`config.mk`:
```
export PLATFORM = sky130hd
export DESIGN_NAME = reg_rename
export DESIGN_NICKNAME = d
export VERILOG_FILES = /design/src/rtl/rn_pkg.sv /design/src/rtl/rn_freelist.sv /design/src/rtl/rn_map_table.sv /design/src/rtl/reg_rename.sv
export SDC_FILE = /design/constraint.sdc
export NUM_CORES = 1
export LEC_CHECK = 0
export ABC_AREA = 1
export CORE_UTILIZATION = 60
export DETAILED_ROUTE_END_ITERATION = 16
export DONT_BUFFER_PORTS = 1
export GPL_TIMING_DRIVEN = 0
export PLACE_DENSITY = 0.74
export SLEW_MARGIN = 10
export SYNTH_ARGS = -nofsm -noshare
export SYNTH_HDL_FRONTEND = slang
export SYNTH_HIERARCHICAL = 1
export SYNTH_SLANG_ARGS = --single-unit
```
`constraint.sdc`:
```
create_clock -name clk -period 3.8 [get_ports clk]
set_input_delay 1.14 -clock clk [delete_from_list [all_inputs] [get_ports clk]]
set_output_delay 1.14 -clock clk [all_outputs]
set_load 0.01 [all_outputs]
```
`src/rtl/rn_pkg.sv`:
```
package rn_pkg;

  // Index width for n items; never less than one bit.
  function automatic int idx_bits(input int n);
    return (n <= 2) ? 1 : $clog2(n);
  endfunction

  // A table entry is still the one a retiring instruction created.
  function automatic logic still_current(input logic        held_valid,
                                         input logic [31:0] held_tag,
                                         input logic [31:0] retire_tag);
    return held_valid && (held_tag == retire_tag);
  endfunction

  // Free-list occupancy after one cycle of returns and takes.
  function automatic int next_count(input int cnt, input logic ret, input logic take);
    return cnt + int'(ret) - int'(take);
  endfunction

endpackage

```
`src/rtl/rn_freelist.sv`:
```
module rn_freelist #(
  parameter int DEPTH = 16,
  parameter int TW    = 4,
  localparam int PW   = rn_pkg::idx_bits(DEPTH),
  localparam int CW   = $clog2(DEPTH + 1)
) (
  input  logic          clk,
  input  logic          rst_n,
  input  logic          pop,
  input  logic          push,
  input  logic [TW-1:0] push_tag,
  output logic [TW-1:0] head_tag,
  output logic          empty,
  output logic [CW-1:0] count
);

  logic [TW-1:0] slots [DEPTH];
  logic [PW-1:0] rd_ptr, wr_ptr;

  function automatic logic [PW-1:0] bump(input logic [PW-1:0] p);
    return (p == PW'(DEPTH - 1)) ? '0 : p + 1'b1;
  endfunction

  always_ff @(posedge clk or negedge rst_n) begin
    if (!rst_n) begin
      for (int i = 0; i < DEPTH; i++) slots[i] <= TW'(i);
      rd_ptr <= '0;
      wr_ptr <= '0;
      count  <= CW'(DEPTH);
    end else begin
      if (pop) rd_ptr <= bump(rd_ptr);
      if (push) begin
        slots[wr_ptr] <= push_tag;
        wr_ptr        <= bump(wr_ptr);
      end
      count <= CW'(rn_pkg::next_count(int'(count), push, pop));
    end
  end

  assign head_tag = slots[rd_ptr];
  assign empty    = (count == '0);

endmodule

```
`src/rtl/rn_map_table.sv`:
```
module rn_map_table #(
  parameter int ARCH = 8,
  parameter int TW   = 4,
  localparam int AW  = rn_pkg::idx_bits(ARCH)
) (
  input  logic               clk,
  input  logic               rst_n,
  input  logic               wr_en,
  input  logic [AW-1:0]      wr_arch,
  input  logic [TW-1:0]      wr_tag,
  input  logic               clr_en,
  input  logic [AW-1:0]      clr_arch,
  input  logic [TW-1:0]      clr_tag,
  input  logic [AW-1:0]      rd0_arch,
  input  logic [AW-1:0]      rd1_arch,
  output logic [TW-1:0]      rd0_tag,
  output logic               rd0_in_arf,
  output logic [TW-1:0]      rd1_tag,
  output logic               rd1_in_arf,
  output logic               clr_hit,
  output logic [ARCH-1:0]    valid_vec,
  output logic [ARCH*TW-1:0] tag_flat
);

  logic [TW-1:0] tags [ARCH];

  assign clr_hit = clr_en && rn_pkg::still_current(valid_vec[clr_arch],
                                                   32'(tags[clr_arch]),
                                                   32'(clr_tag));

  for (genvar g = 0; g < ARCH; g++) begin : g_entry
    always_ff @(posedge clk or negedge rst_n) begin
      if (!rst_n) begin
        valid_vec[g] <= 1'b0;
        tags[g]      <= '0;
      end else if (wr_en && (wr_arch == AW'(g))) begin
        valid_vec[g] <= 1'b1;
        tags[g]      <= wr_tag;
      end else if (clr_hit && (clr_arch == AW'(g))) begin
        valid_vec[g] <= 1'b0;
      end
    end
    assign tag_flat[g*TW +: TW] = tags[g];
  end

  assign rd0_in_arf = !valid_vec[rd0_arch];
  assign rd0_tag    = valid_vec[rd0_arch] ? tags[rd0_arch] : '0;
  assign rd1_in_arf = !valid_vec[rd1_arch];
  assign rd1_tag    = valid_vec[rd1_arch] ? tags[rd1_arch] : '0;

endmodule

```
`src/rtl/reg_rename.sv`:
```
module reg_rename #(
  parameter int ARCH_REGS = 8,
  parameter int PHYS_REGS = 16,
  localparam int AW = rn_pkg::idx_bits(ARCH_REGS),
  localparam int TW = rn_pkg::idx_bits(PHYS_REGS)
) (
  input  logic          clk,
  input  logic          rst_n,
  input  logic          disp_valid,
  input  logic          disp_has_dst,
  input  logic [AW-1:0] disp_dst_arch,
  input  logic [AW-1:0] disp_src0_arch,
  input  logic [AW-1:0] disp_src1_arch,
  output logic          disp_ready,
  output logic [TW-1:0] disp_dst_phys,
  output logic [TW-1:0] src0_phys,
  output logic          src0_in_arf,
  output logic [TW-1:0] src1_phys,
  output logic          src1_in_arf,
  input  logic          cmt_valid,
  input  logic [AW-1:0] cmt_arch,
  input  logic [TW-1:0] cmt_phys
);

  localparam int CW = $clog2(PHYS_REGS + 1);

  // Named internal events, observed by the bound checker.
  logic                     fl_empty;
  logic [CW-1:0]            fl_count;
  logic                     alloc_fire;
  logic                     clr_hit;
  logic [ARCH_REGS-1:0]     map_valid;
  logic [ARCH_REGS*TW-1:0]  map_tags;

  assign disp_ready = !fl_empty;
  assign alloc_fire = disp_valid && disp_has_dst && !fl_empty;

  rn_freelist #(.DEPTH(PHYS_REGS), .TW(TW)) u_freelist (
    .clk      (clk),
    .rst_n    (rst_n),
    .pop      (alloc_fire),
    .push     (cmt_valid),
    .push_tag (cmt_phys),
    .head_tag (disp_dst_phys),
    .empty    (fl_empty),
    .count    (fl_count)
  );

  rn_map_table #(.ARCH(ARCH_REGS), .TW(TW)) u_map (
    .clk        (clk),
    .rst_n      (rst_n),
    .wr_en      (alloc_fire),
    .wr_arch    (disp_dst_arch),
    .wr_tag     (disp_dst_phys),
    .clr_en     (cmt_valid),
    .clr_arch   (cmt_arch),
    .clr_tag    (cmt_phys),
    .rd0_arch   (disp_src0_arch),
    .rd1_arch   (disp_src1_arch),
    .rd0_tag    (src0_phys),
    .rd0_in_arf (src0_in_arf),
    .rd1_tag    (src1_phys),
    .rd1_in_arf (src1_in_arf),
    .clr_hit    (clr_hit),
    .valid_vec  (map_valid),
    .tag_flat   (map_tags)
  );

endmodule

```
==> results.cfg, run 1 <==
[finish]
fin_nets = 1032
layout-drive-gt1-share_pct = 10.97
syn2layout_area_growth_pct = 12.29
instances_no_fill = 1152
n_antenna_cell = 0

[detailed_routing]
initialDrtViolationCount = 635
route.detailed.drc = 0
vias = 6306
avgViaCountPerCell = 5.474
ant_nets = 0
wl_per_cell_um = 15.27
dr.pass1.iters = 5
routed_wl_um = 17590

[clock_network]
cts_hold_buf = 0
cts_tree = yes
clk_pin_slew_ns = 0.05
cts_setup_buffers = 0
clk_path_buf_depth = 2
cts.sinks = 117
clock_latency_ns = 0.43
cts-root-buf = clkbuf_16
cts_resized = 0
h-tree-depth = 4
cts-buffers-inserted = 17

[pwr]
power_switching_mw = 2.400
seqPwrFrac_pct = 36.0
p_leak_nw = 3.886
power_frac_comb_pct = 35.2
p_clk_share_pct = 28.8
switching_share_pct = 38.17
powerDensity_nw_per_um2 = 820.0
internal_power_mw = 3.888
vdd_drop_max_mv = 0.5529

[worst_setup_path]
path_class = primary input to output pin
regToRegSetupSlack_ns = 1.27
cp.arrival_ns = 2.52
required_ns = 2.66
endpoint_kind = output pin
path_max_fanout = 10
ff2ff_path_depth = 13
reg2reg_from = u_freelist/count[2]
worstSetupStartpointType = primary input
rr_endpoint = u_freelist/count[4]

[sta]
whs_ns = 0.4183
tns_ns = 0
fmax_mhz = 273.1
hold_violations = 0
setup_viol = 0
worstMarginPinSlew_ns = 0.5493
rsz0062_at_grt = false
post-route-period-util_pct = 96.37
finClkSkew_ns = 0.01194
slew_headroom_pct = 63.38
slew_violations = 0
min_period_ns = 3.662

[global_route]
grt_max_degree = 118
grt_pass1_wl_um = 27810
antenna_found_initial = 0
track_usage_pct = 31.58
grt_pass1_vias = 5567
grt-ovfl-total = 0

[floorplanning]
core-area_um2 = 10980
start_util_pct = 62.18
die_x_um = 108.7
die-area_um2 = 11810
rows = 38
die-height_um = 108.7
io_pins = 36

[logic_synthesis]
synthesis.nets = 1013
syn_area_um2 = 6829
avgSynthCellArea_um2 = 6.968
netlist_instances = 980
yosysWarningCount = 6

[worst_hold_path]
hold_class = primary input to async pin

[placement]
gp_congestion = 0.8848
dp_cells = 1120
place_hpwl_um = 12370
io_buffers = 0

[run_status]
status = finished, final reports clean

[flow_run]
cap_violations = 0
[final cells by class]
cell class / instances / area [µm²]
fillers: 956 / 3314
multi-input cells: 692 / 3158
flip-flops and latches: 117 / 2969
inverters: 137 / 514.2
clock buffers: 19 / 432.9
clock inverters: 13 / 231.5
plain buffers: 34 / 187.7
well taps: 140 / 175.2
[power by group through the flow]
stage | clock network (mW) | registers [mW] | logic (mW)
final | 1.81 | 2.26 | 2.21
after global routing | 1.88 | 2.33 | 2.53
after detailed placement | 0 | 2.27 | 2.17
after global placement | 0 | 2.26 | 2.12
after floorplan | 0 | 2.16 | 1.70
after CTS | 1.83 | 2.26 | 2.19
[critical path, cell delays in order]
cell and delay, ns:
clkbuf_1 0.33, clkbuf_1 0.39, o21ai_0 0.15, o21ai_0 0.23, nand2_1 0.07, nand2_1 0.07
nand2_1 0.05, inv_1 0.09
[flip-flops by register name, summed over array words and instances, names as in the netlist]
register and count:
u_freelist/count 5, u_freelist/rd_ptr 4, u_freelist/slots 64, u_freelist/wr_ptr 4, u_map/tag_flat 32, u_map/valid_vec 8
[metrics by stage]
step / instance area, µm² / utilization (%) / power (mW) / worst slack, ns
floorplan: 6829 / - / 3.854 / 0.5724
global placement: 7004 / 63.77 / 4.378 / 0.2070
detailed placement: 7004 / 63.77 / 4.437 / 0.2425
CTS: 7669 / 69.82 / 6.285 / 0.2347
global route: 7669 / 69.82 / 6.745 / 0.05485
finish: 7669 / 69.82 / 6.288 / 0.1379
[placed cells by master, fill, tap and decap left out]
cell type   instances
a21oi_1            38
buf_2               9
buf_4               7
buf_6               3
bufinv_16           6
clkbuf_1           17
clkbuf_16          17
clkinv_1            2
clkinv_2            1
clkinv_4            1
clkinvlp_4          5
dfrtp_1            84
dfstp_2            33
fa_1                1
ha_1               11
inv_1             127
inv_2               8
nand2_1           352
nand2_2             7
nand3_1            59
nand3b_1            3
nand4_1             9
nor2_1             36
nor2_2              7
nor2_4              1
nor2_8              1
nor3_1              1
nor3_2              1
o21ai_0           138
o21ai_1            19
or2_2               4
xnor2_1             1
xor2_1              3
[how the worst max path moves through the flow]
stage	startpoint	end	slack, ns	depth (start not counted)
floorplan	disp_src0_arch[1]	src0_phys[0]	0.57	8
global placement	disp_src0_arch[1]	src0_phys[0]	0.21	8
detailed placement	disp_src0_arch[1]	src0_phys[0]	0.24	8
CTS	disp_src0_arch[1]	src0_phys[0]	0.23	8
global route	disp_src1_arch[1]	src1_phys[2]	0.05	8
finish	disp_src0_arch[1]	src0_phys[2]	0.14	8
[per-layer routing]
metal | wire, µm | up-vias | track usage [%]
met5 | 0 | - | 0
met4 | 287 | 0 | 10.23
met3 | 1364 | 27 | 6.037
met2 | 7736 | 225 | 46.70
met1 | 8204 | 2920 | 46.67
li1 | - | 3134 | -
No activity file was read; power rests on OpenSTA's default activity.
==> run 2, diff against run 1 <==
==> constraint.sdc (replaced) <==
create_clock -name clk -period 3.8 [get_ports clk]
set_input_delay 1.14 -clock clk [delete_from_list [all_inputs] [get_ports clk]]
set_output_delay 1.14 -clock clk [all_outputs]
set_load 0.02 [all_outputs]
==> results.cfg, run 2 (same netlist as run 1, synthesis figures left out) <==
[run_status]
status = finished, final reports clean

[clock_network]
clock_latency_ns = 0.43
clk_path_buf_depth = 2
cts_setup_buffers = 0
cts-buffers-inserted = 17
cts.sinks = 117
cts_tree = yes
cts-root-buf = clkbuf_16
cts_hold_buf = 0
h-tree-depth = 4
clk_pin_slew_ns = 0.05

[placement]
io_buffers = 0
gp_congestion = 0.8848
dp_cells = 1120
place_area_um2 = 7004
pre_cts_ws_ns = 0.1499
place_hpwl_um = 12370

[sta]
fmax_mhz = 269.3
hold_violations = 0
fin_ws_ns = 0.08672
tns_ns = 0
finClkSkew_ns = 0.01185
worstMarginPinSlew_ns = 0.5533
setup_viol = 0
slew_violations = 0
post-route-period-util_pct = 97.72
rsz0062_at_grt = false
min_period_ns = 3.713
slew_headroom_pct = 63.11

[worst_setup_path]
path_cells = clkbuf_1 -> clkbuf_1 -> o21ai_0 -> o21ai_0 -> nand2_1 -> nand2_1 -> nand2_1 -> inv_1
cp.arrival_ns = 2.57
slowest_stage = clkbuf_1
rr_endpoint = u_freelist/count[4]
path_max_fanout = 10
endpoint_kind = output pin
worst_path_largest_cell_delay_ns = 0.39
required_ns = 2.66
cp_common_cell = nand2_1
ff2ff_path_depth = 13
worstSetupStartpointType = primary input
crit_family = buffers and inverters
regToRegSetupSlack_ns = 1.28
worst-path-buf-inv = 3
path_class = primary input to output pin
reg2reg_from = u_freelist/count[2]

[finish]
final_area_um2 = 7670
largest_reg_flops = 64
layout-drive-gt1-share_pct = 11.07
n_antenna_cell = 0
fin_nets = 1032
final_common_cell = nand2_1
syn2layout_area_growth_pct = 12.31
mostFrequentLayoutCells = nand2_1 (352), o21ai_0 (138), inv_1 (127)
top_register = u_freelist/slots
instances_no_fill = 1152
fin_util_pct = 69.83

[global_route]
antenna_found_initial = 0
track_usage_pct = 31.58
grt_max_degree = 118
grt_pass1_wl_um = 27810
grt-ovfl-total = 0
grt_pass1_vias = 5567

[pwr]
p_leak_nw = 3.889
powerDensity_nw_per_um2 = 827.1
vdd_drop_max_mv = 0.5629

[detailed_routing]
initialDrtViolationCount = 635
routed_wl_um = 17590
ant_nets = 0
route.detailed.drc = 0
vias = 6301
dr.pass1.iters = 6
avgViaCountPerCell = 5.470
wl_per_cell_um = 15.27

[floorplanning]
io_pins = 36
start_util_pct = 62.18
die-area_um2 = 11810
die-height_um = 108.7
die_x_um = 108.7
rows = 38
core-area_um2 = 10980

[worst_hold_path]
hold_class = primary input to async pin

[flow_run]
cap_violations = 0
-- run 2: worst reg2reg max path: cells and delay by family (launching register included) --
family / cells / cell delay (ns)
buffers and inverters: 2 / 0.10
and+or+nand+nor: 5 / 0.66
AOI/OAI and AO/OA: 1 / 0.17
adders and majority gates: 4 / 1.02
xor gates and xnor gates: 1 / 0.16
DFF: 1 / 0.35
-- run 2: worst max path at each step --
stage	from	endpoint	slack, ns	cells after the start
2_1_floorplan	disp_src1_arch[1]	src1_phys[1]	0.47	10
3_3_place_gp	disp_src0_arch[1]	src0_phys[3]	0.15	10
3_5_place_dp	disp_src1_arch[1]	src1_phys[3]	0.15	10
4_1_cts	disp_src1_arch[1]	src1_phys[3]	0.15	10
5_1_grt	disp_src0_arch[1]	src0_phys[2]	0.008	8
6_report	disp_src0_arch[1]	src0_phys[2]	0.09	8
-- run 2: final cells by class --
cell class	count	area, µm²
buffer	34	188.9
multi-input combinational	692	3158
inverter	137	514.2
tap	140	175.2
fill	957	3313
sequential	117	2969
clock inverter	13	231.5
clock buffer	19	432.9
-- run 2: where the power goes --
part           switching, mW  internal (mW)
Combinational           1.51          0.756
Sequential             0.358           1.91
Clock                  0.586           1.23
-- run 2: per-layer routing --
layer	track usage [%]	vias to the layer above	share of wire (%)
met2	46.70	223	44
met3	6.037	25	7.8
met5	0	-	0
met1	46.67	2919	47
met4	10.23	0	1.6
li1	-	3134	-
-- run 2: per-stage QoR --
stage               total power, mW  hold WS, ns
finish                        6.344       0.4187
global placement              4.434       0.4562
floorplan                     3.910       0.4418
CTS                           6.340       0.3999
detailed placement            4.492       0.4594
global route                  6.800       0.4022
-- run 2: repair_timing --
item                                    in CTS  in global routing
gates resized for setup                      0                  2
endpoints found under the setup margin       0                  4
endpoints found under the hold margin        0                  0
